`config.mk`:
```
export PLATFORM = sky130hd
export DESIGN_NAME = flseq_top
export DESIGN_NICKNAME = d
export VERILOG_FILES = /design/src/rtl/flseq_pkg.sv /design/src/rtl/flseq_cmdgen.sv /design/src/rtl/flseq_timer.sv /design/src/rtl/flseq_ctrl.sv /design/src/rtl/flseq_top.sv
export SDC_FILE = /design/constraint.sdc
export NUM_CORES = 1
export LEC_CHECK = 0
export ABC_AREA = 1
export BUFFER_PORTS_ARGS = -buffer_cell sky130_fd_sc_hd__buf_2
export CAP_MARGIN = 20
export CORE_MARGIN = 4
export CORE_UTILIZATION = 56
export DETAILED_ROUTE_END_ITERATION = 8
export HOLD_SLACK_MARGIN = 0.05
export PLACE_DENSITY = 0.8
export SLEW_MARGIN = 10
export SYNTH_ARGS = -nofsm -noshare
export SYNTH_HDL_FRONTEND = slang
export SYNTH_SLANG_ARGS = --single-unit
```
`constraint.sdc`:
```
create_clock -name clk -period 2.4 [get_ports clk]
set_input_delay 0.24 -clock clk [delete_from_list [all_inputs] [get_ports clk]]
set_output_delay 0.24 -clock clk [all_outputs]
set_load 0.01 [all_outputs]
```
`src/rtl/flseq_pkg.sv`:
```
package flseq_pkg;

   typedef enum logic [1:0] {SC_RST, SC_PROG, SC_ERASE} script_t;

   typedef enum logic [3:0] {
      PH_PRE, PH_CMD, PH_ACC, PH_POLL, PH_RECHK,
      PH_FRST, PH_FRD, PH_VFY, PH_SETTLE, PH_FINAL
   } phase_t;

   typedef enum logic [2:0] {
      S_IDLE, S_WR, S_GAP, S_RD, S_RDW, S_ARM, S_WAIT, S_DONE
   } state_t;

   localparam logic [1:0] RES_OK    = 2'd0;
   localparam logic [1:0] RES_FAIL  = 2'd1;
   localparam logic [1:0] RES_ABORT = 2'd2;

   localparam logic [7:0] CMD_KEY1   = 8'hAA;
   localparam logic [7:0] CMD_KEY2   = 8'h55;
   localparam logic [7:0] CMD_WRBYTE = 8'hA0;
   localparam logic [7:0] CMD_ERSET  = 8'h80;
   localparam logic [7:0] CMD_SECTOR = 8'h30;
   localparam logic [7:0] CMD_ARRAY  = 8'hF0;
   localparam logic [7:0] BLANK      = 8'hFF;

   function automatic logic [2:0] script_last(script_t s);
      case (s)
         SC_PROG:  return 3'd3;
         SC_ERASE: return 3'd5;
         default:  return 3'd2;
      endcase
   endfunction

endpackage

```
`src/rtl/flseq_cmdgen.sv`:
```
module flseq_cmdgen
   import flseq_pkg::*;
#(
   parameter int ADDR_W  = 20,
   parameter int CHIP_AW = 17,
   parameter int UNLK_A  = 'h5555,
   parameter int UNLK_B  = 'h2AAA
) (
   input  script_t           scr,
   input  logic [2:0]        stp,
   input  logic [ADDR_W-1:0] tgt,
   input  logic [7:0]        pdata,
   output logic [ADDR_W-1:0] addr,
   output logic [7:0]        data
);
   logic [ADDR_W-1:0] base;
   logic [ADDR_W-1:0] ua;
   logic [ADDR_W-1:0] ub;

   generate
      if (CHIP_AW > ADDR_W) begin : g_bad_chip
         $error("CHIP_AW must not exceed ADDR_W");
      end
      if (UNLK_A >= (1 << CHIP_AW) || UNLK_B >= (1 << CHIP_AW)) begin : g_bad_unlk
         $error("unlock offsets must lie inside one chip");
      end
      if (ADDR_W > CHIP_AW) begin : g_banked
         assign base = {tgt[ADDR_W-1:CHIP_AW], {CHIP_AW{1'b0}}};
      end else begin : g_single
         assign base = '0;
      end
   endgenerate

   assign ua = base | ADDR_W'(UNLK_A);
   assign ub = base | ADDR_W'(UNLK_B);

   always_comb begin
      addr = ua;
      data = CMD_KEY1;
      case (stp)
         3'd0: begin addr = ua; data = CMD_KEY1; end
         3'd1: begin addr = ub; data = CMD_KEY2; end
         3'd2: begin
            addr = ua;
            case (scr)
               SC_PROG:  data = CMD_WRBYTE;
               SC_ERASE: data = CMD_ERSET;
               default:  data = CMD_ARRAY;
            endcase
         end
         3'd3: begin
            if (scr == SC_PROG) begin addr = tgt; data = pdata; end
            else                begin addr = ua;  data = CMD_KEY1; end
         end
         3'd4: begin addr = ub; data = CMD_KEY2; end
         default: begin addr = tgt; data = CMD_SECTOR; end
      endcase
   end
endmodule

```
`src/rtl/flseq_timer.sv`:
```
module flseq_timer #(
   parameter int CNT_W = 8
) (
   input  logic             clk,
   input  logic             rst_n,
   input  logic             load,
   input  logic [CNT_W-1:0] value,
   output logic             zero
);
   logic [CNT_W-1:0] cnt;

   always_ff @(posedge clk or negedge rst_n) begin
      if (!rst_n)            cnt <= '0;
      else if (load)         cnt <= value;
      else if (cnt != '0)    cnt <= cnt - 1'b1;
   end

   assign zero = (cnt == '0);
endmodule

```
`src/rtl/flseq_ctrl.sv`:
```
module flseq_ctrl
   import flseq_pkg::*;
#(
   parameter int ADDR_W      = 20,
   parameter int PROG_TRIES  = 20,
   parameter int ERASE_TRIES = 11,
   parameter int ACC_POLLS   = 10,
   parameter int GAP_CYC     = 4,
   parameter int POLL_GAP    = 20,
   parameter int SETTLE_CYC  = 1000,
   parameter int CNT_W       = 10
) (
   input  logic              clk,
   input  logic              rst_n,
   input  logic              req_valid,
   input  logic              req_erase,
   input  logic [ADDR_W-1:0] req_addr,
   input  logic [7:0]        req_data,
   output logic              busy,
   output logic              done,
   output logic [1:0]        status,
   output logic              fl_we,
   output logic              fl_re,
   input  logic [7:0]        fl_rdata,
   output logic [ADDR_W-1:0] cap_addr,
   output logic [7:0]        cap_data,
   output script_t           scr,
   output logic [2:0]        stp,
   output logic              tmr_load,
   output logic [CNT_W-1:0]  tmr_value,
   input  logic              tmr_zero
);
   localparam int MAXT  = (PROG_TRIES > ERASE_TRIES) ? PROG_TRIES : ERASE_TRIES;
   localparam int TRY_W = $clog2(MAXT + 1);
   localparam int ACC_W = $clog2(ACC_POLLS + 1);

   generate
      if (GAP_CYC < 1 || POLL_GAP < 1 || SETTLE_CYC < 1) begin : g_bad_wait
         $error("wait lengths must be at least one cycle");
      end
      if (PROG_TRIES < 1 || ERASE_TRIES < 1 || ACC_POLLS < 1) begin : g_bad_limit
         $error("retry limits must be at least one");
      end
   endgenerate

   state_t           st;
   phase_t           ph;
   logic             is_erase;
   logic [TRY_W-1:0] tries;
   logic [ACC_W-1:0] acc_cnt;
   logic [1:0]       res;
   logic [CNT_W-1:0] wait_len;
   logic             exp7, hit, rd_ok, rd_fail;

   assign busy      = (st != S_IDLE);
   assign done      = (st == S_DONE);
   assign status    = res;
   assign fl_we     = (st == S_WR);
   assign fl_re     = (st == S_RD);
   assign tmr_load  = (st == S_WR) || (st == S_ARM);
   assign tmr_value = (st == S_WR) ? CNT_W'(GAP_CYC) : wait_len;

   assign exp7 = is_erase ? 1'b1 : cap_data[7];
   assign hit  = (fl_rdata[7] == exp7);

   always_comb begin
      rd_ok   = 1'b0;
      rd_fail = 1'b0;
      if (st == S_RDW) begin
         case (ph)
            PH_POLL:  rd_ok = hit;
            PH_RECHK: begin rd_ok = hit; rd_fail = !hit; end
            PH_ACC:   rd_fail = !fl_rdata[3] && (acc_cnt == ACC_W'(ACC_POLLS - 1));
            default:  ;
         endcase
      end
   end

   always_ff @(posedge clk or negedge rst_n) begin
      if (!rst_n) begin
         st       <= S_IDLE;
         ph       <= PH_PRE;
         scr      <= SC_RST;
         stp      <= '0;
         is_erase <= 1'b0;
         cap_addr <= '0;
         cap_data <= '0;
         tries    <= '0;
         acc_cnt  <= '0;
         res      <= RES_OK;
         wait_len <= '0;
      end else begin
         case (st)
            S_IDLE: if (req_valid) begin
               is_erase <= req_erase;
               cap_addr <= req_addr;
               cap_data <= req_data;
               tries    <= '0;
               res      <= RES_OK;
               ph       <= PH_PRE;
               scr      <= SC_RST;
               stp      <= '0;
               st       <= S_WR;
            end
            S_WR:  st <= S_GAP;
            S_GAP: if (tmr_zero) begin
               if (stp != script_last(scr)) begin
                  stp <= stp + 3'd1;
                  st  <= S_WR;
               end else begin
                  case (ph)
                     PH_PRE: begin
                        ph  <= PH_CMD;
                        scr <= is_erase ? SC_ERASE : SC_PROG;
                        stp <= '0;
                        st  <= S_WR;
                     end
                     PH_CMD: begin
                        acc_cnt <= '0;
                        ph      <= is_erase ? PH_ACC : PH_POLL;
                        st      <= S_RD;
                     end
                     PH_FRST: begin
                        ph  <= PH_FRD;
                        scr <= SC_RST;
                        stp <= '0;
                        st  <= S_WR;
                     end
                     PH_FRD: begin
                        ph <= PH_VFY;
                        st <= S_RD;
                     end
                     default: st <= S_DONE;
                  endcase
               end
            end
            S_RD:  st <= S_RDW;
            S_RDW: begin
               if (rd_ok) begin
                  res <= RES_OK;
                  ph  <= PH_FINAL;
                  scr <= SC_RST;
                  stp <= '0;
                  st  <= S_WR;
               end else if (rd_fail) begin
                  if (is_erase) begin
                     ph       <= PH_SETTLE;
                     wait_len <= CNT_W'(SETTLE_CYC);
                     st       <= S_ARM;
                  end else begin
                     ph  <= PH_FRST;
                     scr <= SC_RST;
                     stp <= '0;
                     st  <= S_WR;
                  end
               end else begin
                  case (ph)
                     PH_ACC: begin
                        if (fl_rdata[3]) begin
                           ph <= PH_POLL;
                           st <= S_RD;
                        end else begin
                           acc_cnt  <= acc_cnt + 1'b1;
                           wait_len <= CNT_W'(POLL_GAP);
                           st       <= S_ARM;
                        end
                     end
                     PH_POLL: begin
                        if (fl_rdata[5]) ph <= PH_RECHK;
                        st <= S_RD;
                     end
                     default: begin
                        if (fl_rdata != BLANK) begin
                           res <= RES_ABORT;
                           st  <= S_DONE;
                        end else if (tries == TRY_W'(PROG_TRIES - 1)) begin
                           res <= RES_FAIL;
                           st  <= S_DONE;
                        end else begin
                           tries <= tries + 1'b1;
                           ph    <= PH_CMD;
                           scr   <= SC_PROG;
                           stp   <= '0;
                           st    <= S_WR;
                        end
                     end
                  endcase
               end
            end
            S_ARM:  st <= S_WAIT;
            S_WAIT: if (tmr_zero) begin
               if (ph == PH_ACC) begin
                  st <= S_RD;
               end else if (tries == TRY_W'(ERASE_TRIES - 1)) begin
                  res <= RES_FAIL;
                  ph  <= PH_FINAL;
                  scr <= SC_RST;
                  stp <= '0;
                  st  <= S_WR;
               end else begin
                  tries <= tries + 1'b1;
                  ph    <= PH_PRE;
                  scr   <= SC_RST;
                  stp   <= '0;
                  st    <= S_WR;
               end
            end
            default: st <= S_IDLE;
         endcase
      end
   end

   assert_idle_quiet_R1: assert property (@(posedge clk) disable iff (!rst_n)
      !busy |-> (!fl_we && !fl_re));
   assert_no_dual_strobe_R5: assert property (@(posedge clk) disable iff (!rst_n)
      !(fl_we && fl_re));
   assert_write_gap_R5: assert property (@(posedge clk) disable iff (!rst_n)
      fl_we |=> (!fl_we && !fl_re));
   assert_accept_bound_R6: assert property (@(posedge clk) disable iff (!rst_n)
      acc_cnt < ACC_W'(ACC_POLLS));
   assert_try_bound_R10: assert property (@(posedge clk) disable iff (!rst_n)
      tries < TRY_W'(MAXT));
   assert_done_pulse_R12: assert property (@(posedge clk) disable iff (!rst_n)
      done |=> (!done && !busy));
   assert_status_code_R9: assert property (@(posedge clk) disable iff (!rst_n)
      done |-> (status != 2'd3));
endmodule

```
`src/rtl/flseq_top.sv`:
```
module flseq_top
   import flseq_pkg::*;
#(
   parameter int ADDR_W      = 20,
   parameter int CHIP_AW     = 17,
   parameter int UNLK_A      = 'h5555,
   parameter int UNLK_B      = 'h2AAA,
   parameter int PROG_TRIES  = 20,
   parameter int ERASE_TRIES = 11,
   parameter int ACC_POLLS   = 10,
   parameter int GAP_CYC     = 4,
   parameter int POLL_GAP    = 20,
   parameter int SETTLE_CYC  = 1000
) (
   input  logic              clk,
   input  logic              rst_n,
   input  logic              req_valid,
   input  logic              req_erase,
   input  logic [ADDR_W-1:0] req_addr,
   input  logic [7:0]        req_data,
   output logic              busy,
   output logic              done,
   output logic [1:0]        status,
   output logic              fl_we,
   output logic              fl_re,
   output logic [ADDR_W-1:0] fl_addr,
   output logic [7:0]        fl_wdata,
   input  logic [7:0]        fl_rdata
);
   localparam int MAXW1 = (GAP_CYC > POLL_GAP) ? GAP_CYC : POLL_GAP;
   localparam int MAXW  = (MAXW1 > SETTLE_CYC) ? MAXW1 : SETTLE_CYC;
   localparam int CNT_W = $clog2(MAXW + 1);

   logic [ADDR_W-1:0] cap_addr, gen_addr;
   logic [7:0]        cap_data, gen_data;
   script_t           scr;
   logic [2:0]        stp;
   logic              tmr_load, tmr_zero;
   logic [CNT_W-1:0]  tmr_value;

   flseq_ctrl #(
      .ADDR_W(ADDR_W), .PROG_TRIES(PROG_TRIES), .ERASE_TRIES(ERASE_TRIES),
      .ACC_POLLS(ACC_POLLS), .GAP_CYC(GAP_CYC), .POLL_GAP(POLL_GAP),
      .SETTLE_CYC(SETTLE_CYC), .CNT_W(CNT_W)
   ) u_ctrl (
      .clk(clk), .rst_n(rst_n), .req_valid(req_valid), .req_erase(req_erase),
      .req_addr(req_addr), .req_data(req_data), .busy(busy), .done(done),
      .status(status), .fl_we(fl_we), .fl_re(fl_re), .fl_rdata(fl_rdata),
      .cap_addr(cap_addr), .cap_data(cap_data), .scr(scr), .stp(stp),
      .tmr_load(tmr_load), .tmr_value(tmr_value), .tmr_zero(tmr_zero)
   );

   flseq_cmdgen #(
      .ADDR_W(ADDR_W), .CHIP_AW(CHIP_AW), .UNLK_A(UNLK_A), .UNLK_B(UNLK_B)
   ) u_cmdgen (
      .scr(scr), .stp(stp), .tgt(cap_addr), .pdata(cap_data),
      .addr(gen_addr), .data(gen_data)
   );

   flseq_timer #(.CNT_W(CNT_W)) u_timer (
      .clk(clk), .rst_n(rst_n), .load(tmr_load), .value(tmr_value), .zero(tmr_zero)
   );

   assign fl_addr  = fl_re ? cap_addr : gen_addr;
   assign fl_wdata = fl_we ? gen_data : 8'h00;

   assert_same_chip_R2: assert property (@(posedge clk) disable iff (!rst_n)
      fl_we |-> ((fl_addr >> CHIP_AW) == (cap_addr >> CHIP_AW)));
   assert_start_unlock_R3: assert property (@(posedge clk) disable iff (!rst_n)
      (fl_we && !$past(busy)) |-> (fl_wdata == CMD_KEY1));
endmodule

```
==> key figures <==
Layout
  – ANT cells: 0
  – Fillcell total: 566
  – Commonest cells after routing, fill and taps aside: nand2_1, buf_2, dfrtp_1
  – Final Net Count: 663
  – Layout cell share with drive strength beyond 1: 0.286
  – Area grow syn2layout: 18.9%
  – Area of the multi-input gates: 2180 um^2
  – Final Instance Count excl. Fillers: 712
  – Commonest non-fill, non-tap cell in the layout: nand2_1
  – FF+latch area: 1600 um^2
  – Final Core Density: 0.697

Job
  – Max Cap Violations: 0

Logic synthesis
  – Largest family of logic cells by synthesized area: simple AND/OR/NAND/NOR gates
  – EDFF count, synth: 0
  – Post-Synth Simple-Gate Area: 0.298
  – Flop and latch count out of synthesis: 64
  – Primary FF master, synth: dfrtp_1
  – Asr flop ratio synth: 1.00
  – Mux cell area share after synthesis: 0.0751
  – Count of cell types in the netlist: 31
  – Yosys warns: 0
  – Post-synthesis adder-cell area fraction: 0.0371
  – Post-Syn Nets: 580
  – Syn Inst Count: 528
  – Synth Area in XOR/XNOR: 0.0216
  – Sequential area share after synthesis: 0.396
  – Avg Cell Area, Syn: 7.67 um^2
  – Syn Std Cell Area: 4050 um^2
  – Synth Area in Compound Gates: 0.0946

Routing
  – # DRC: 0
  – Drt total wl: 9.93 mm
  – Wire per inst: 13.9 um
  – Via count: 3749
  – Drt pass-1 iters: 5
  – Starting DRT DRC Count: 187
  – Vias per inst: 5.27
  – ANT nets after route: 0

Timing
  – # setup viols final: 0
  – Crit path time final: 2.27 ns
  – Tightest Pin Transition: 0.777 ns
  – Max-slew violations: 0
  – Clk_skew: 0.00570 ns
  – Maximum clock frequency: 440 MHz
  – Final hold vios: 0
  – Slew HR: 0.482
  – Period utilization: 0.946

Setup path
  – Startpoint Class: flop
  – Slowest CP cell: dfrtp_2
  – R2r setup slk: 0.35 ns
  – Req. time, crit path: 2.16 ns
  – Worst r2r src: u_ctrl.scr[0]
  – R2R depth: 12
  – CP Capture Type: primary output
  – CP max stage delay: 0.44 ns
  – Most used cell along the critical path: nand2_1
  – Ordered cell list for the critical path: buf_4 -> ha_1 -> nand2_1 -> nand2_1 -> inv_1 -> nor2_4 -> inv_2 -> nand2_1 -> nand2_1 -> buf_2
  – WS Path Type: flop to primary output
  – Arrival time worst endpoint: 2.03 ns
  – Reg2reg end: u_ctrl.scr[0]
  – Maximum fanout along the worst path: 15

Global route
  – First-pass GRT wire length: 16.9 mm
  – Antenna violations before repair: 1
  – GR Overflow Total: 0
  – Pin count of the biggest net entering global routing: 36
  – Gr usage total: 0.245
  – Vias in the first global route: 3588

Worst hold path
  – Worst hold stages: 2
  – Worst Hold Class: primary input to flop
  – Worst hold path startpoint: req_addr[1]
  – Hold Path Sink: u_ctrl.cap_addr[1]

Floorplan
  – Die W: 93.0 um
  – Core area: 6910 um^2
  – # rows: 30
  – Die Ht: 93.0 um
  – Die area: 8650 um^2
  – Initial Util: 0.586
  – I/O pins: 74

Clock tree
  – Clk_lat worst skew: 0.36 ns
  – CTS tree: yes
  – Clock sink count: 64
  – TritonCTS Buffers: 9
  – H-tree Lvls: 3
  – Clock root cell: clkbuf_8
  – CTS Buffer Depth: 2
  – CTS clk-pin slew, worst paths: 0.08 ns

Placed design
  – DP HPWL: 7.56 mm
  – Final GP Congestion: 0.977
  – Placed insts: 693
  – Buffers on Ports: 73

Power and ir drop
  – Lkg Pwr: 2.81 nW
  – PD cells: 461 nW/um^2
  – Peak supply drop: 0.300 mV
  – Total power: 2.22 mW

Run status
  – Outcome: complete, no violations
## cells by family after synthesis
kind of cell / after synthesis
xor gates and xnor gates: 10
adders and majority gates: 12
AOI/OAI and AO/OA: 69
and+or+nand+nor: 267
DFF: 64
muxes: 27
buffers and inverters: 79
## stage by stage
step / hold WS, ns / setup TNS (ns) / cell area [um^2] / setup WS (ns)
2_1_floorplan: -0.0556 / 0 / 4050 / 0.592
3_3_place_gp: 0.361 / 0 / 4520 / 0.376
3_5_place_dp: 0.366 / 0 / 4520 / 0.236
4_1_cts: 0.0978 / 0 / 4770 / 0.0383
5_1_grt: 0.107 / -0.00699 / 4810 / -0.00699
6_report: 0.108 / 0 / 4810 / 0.129
## state kept, by name, summed over array words and instances, names as in the netlist
name	flops
u_ctrl.cap_addr	20
u_timer.cnt	10
u_ctrl.cap_data	8
u_ctrl.tries	5
u_ctrl.acc_cnt	4
u_ctrl.ph	4
u_ctrl.st	3
u_ctrl.stp	3
u_ctrl.scr	2
u_ctrl.status	2
u_ctrl.wait_len	2
u_ctrl.is_erase	1
## critical path: cells and delay by family (launching register included)
kind	cells	cell delay (ns)
buf+inv	4	0.64
flops	1	0.44
simple gates	5	0.41
fa+ha+maj	1	0.20
## final cells by class
| class | instances | share of cell area |
|---|---|---|
| clock inverter | 6 | 0.0187 |
| tap | 96 | 0.0250 |
| inverter | 71 | 0.0554 |
| multi-input combinational | 386 | 0.453 |
| timing repair buffer | 79 | 0.0858 |
| sequential | 64 | 0.333 |
| clock buffer | 10 | 0.0286 |
## power breakdown
part / internal [mW] / total, mW / switching [mW]
sequential: 1.08 / 1.08 / 0
clock: 0.616 / 1.08 / 0.462
combinational: 0.0273 / 0.0640 / 0.0366
total: 1.72 / 2.22 / 0.499
## cells in the mapped netlist, types with 2 or more instances
cell     number  area [um^2]
a21oi_1      21          105
a31oi_1       2         12.5
buf_2         5         25.0
buf_4         3         22.5
dfrtp_1      64         1600
ha_1         12          150
inv_1        55          206
inv_2        16         60.1
mux2_2       27          304
nand2_1     139          522
nand2_2       7         43.8
nand2_4       3         33.8
nand3_1      35          175
nand3_2       3         30.0
nand4_1       6         37.5
nor2_1       51          191
nor2_2        4         25.0
nor2_4        7         78.8
nor3_1        7         35.0
o21ai_0      28          140
o21ai_1      13         65.1
or2_2         3         18.8
xor2_1        9         78.8
## what timing repair did
item | CTS | global route
hold buffers | 1 | 0
pin swaps | 1 | 4
buffers inserted | 0 | 1
hold endpoints to repair | 33 | 0
setup endpoints to repair | 17 | 17
gates resized for setup | 4 | 11
cloned | 1 | 0
## worst max-delay path by stage
stage / cells past startpoint / start / slack (ns) / endpoint
global route: 8 / u_ctrl.stp[2] / -0.007 / fl_wdata[6]
detailed placement: 10 / u_ctrl.stp[0] / 0.24 / fl_addr[13]
floorplan: 9 / u_ctrl.stp[0] / 0.59 / fl_addr[11]
global placement: 10 / u_ctrl.stp[0] / 0.38 / fl_addr[3]
finish: 10 / u_ctrl.stp[0] / 0.13 / fl_addr[10]
CTS: 10 / u_ctrl.stp[1] / 0.04 / fl_addr[13]
## metal layers
layer / up-vias / track usage / wire (um)
li1: 1862 / - / -
met1: 1745 / 0.329 / 4360
met2: 123 / 0.388 / 4600
met3: 17 / 0.0595 / 770
met4: 2 / 0.0855 / 194
met5: - / 0 / 7
(Power assumes the default switching activity.)
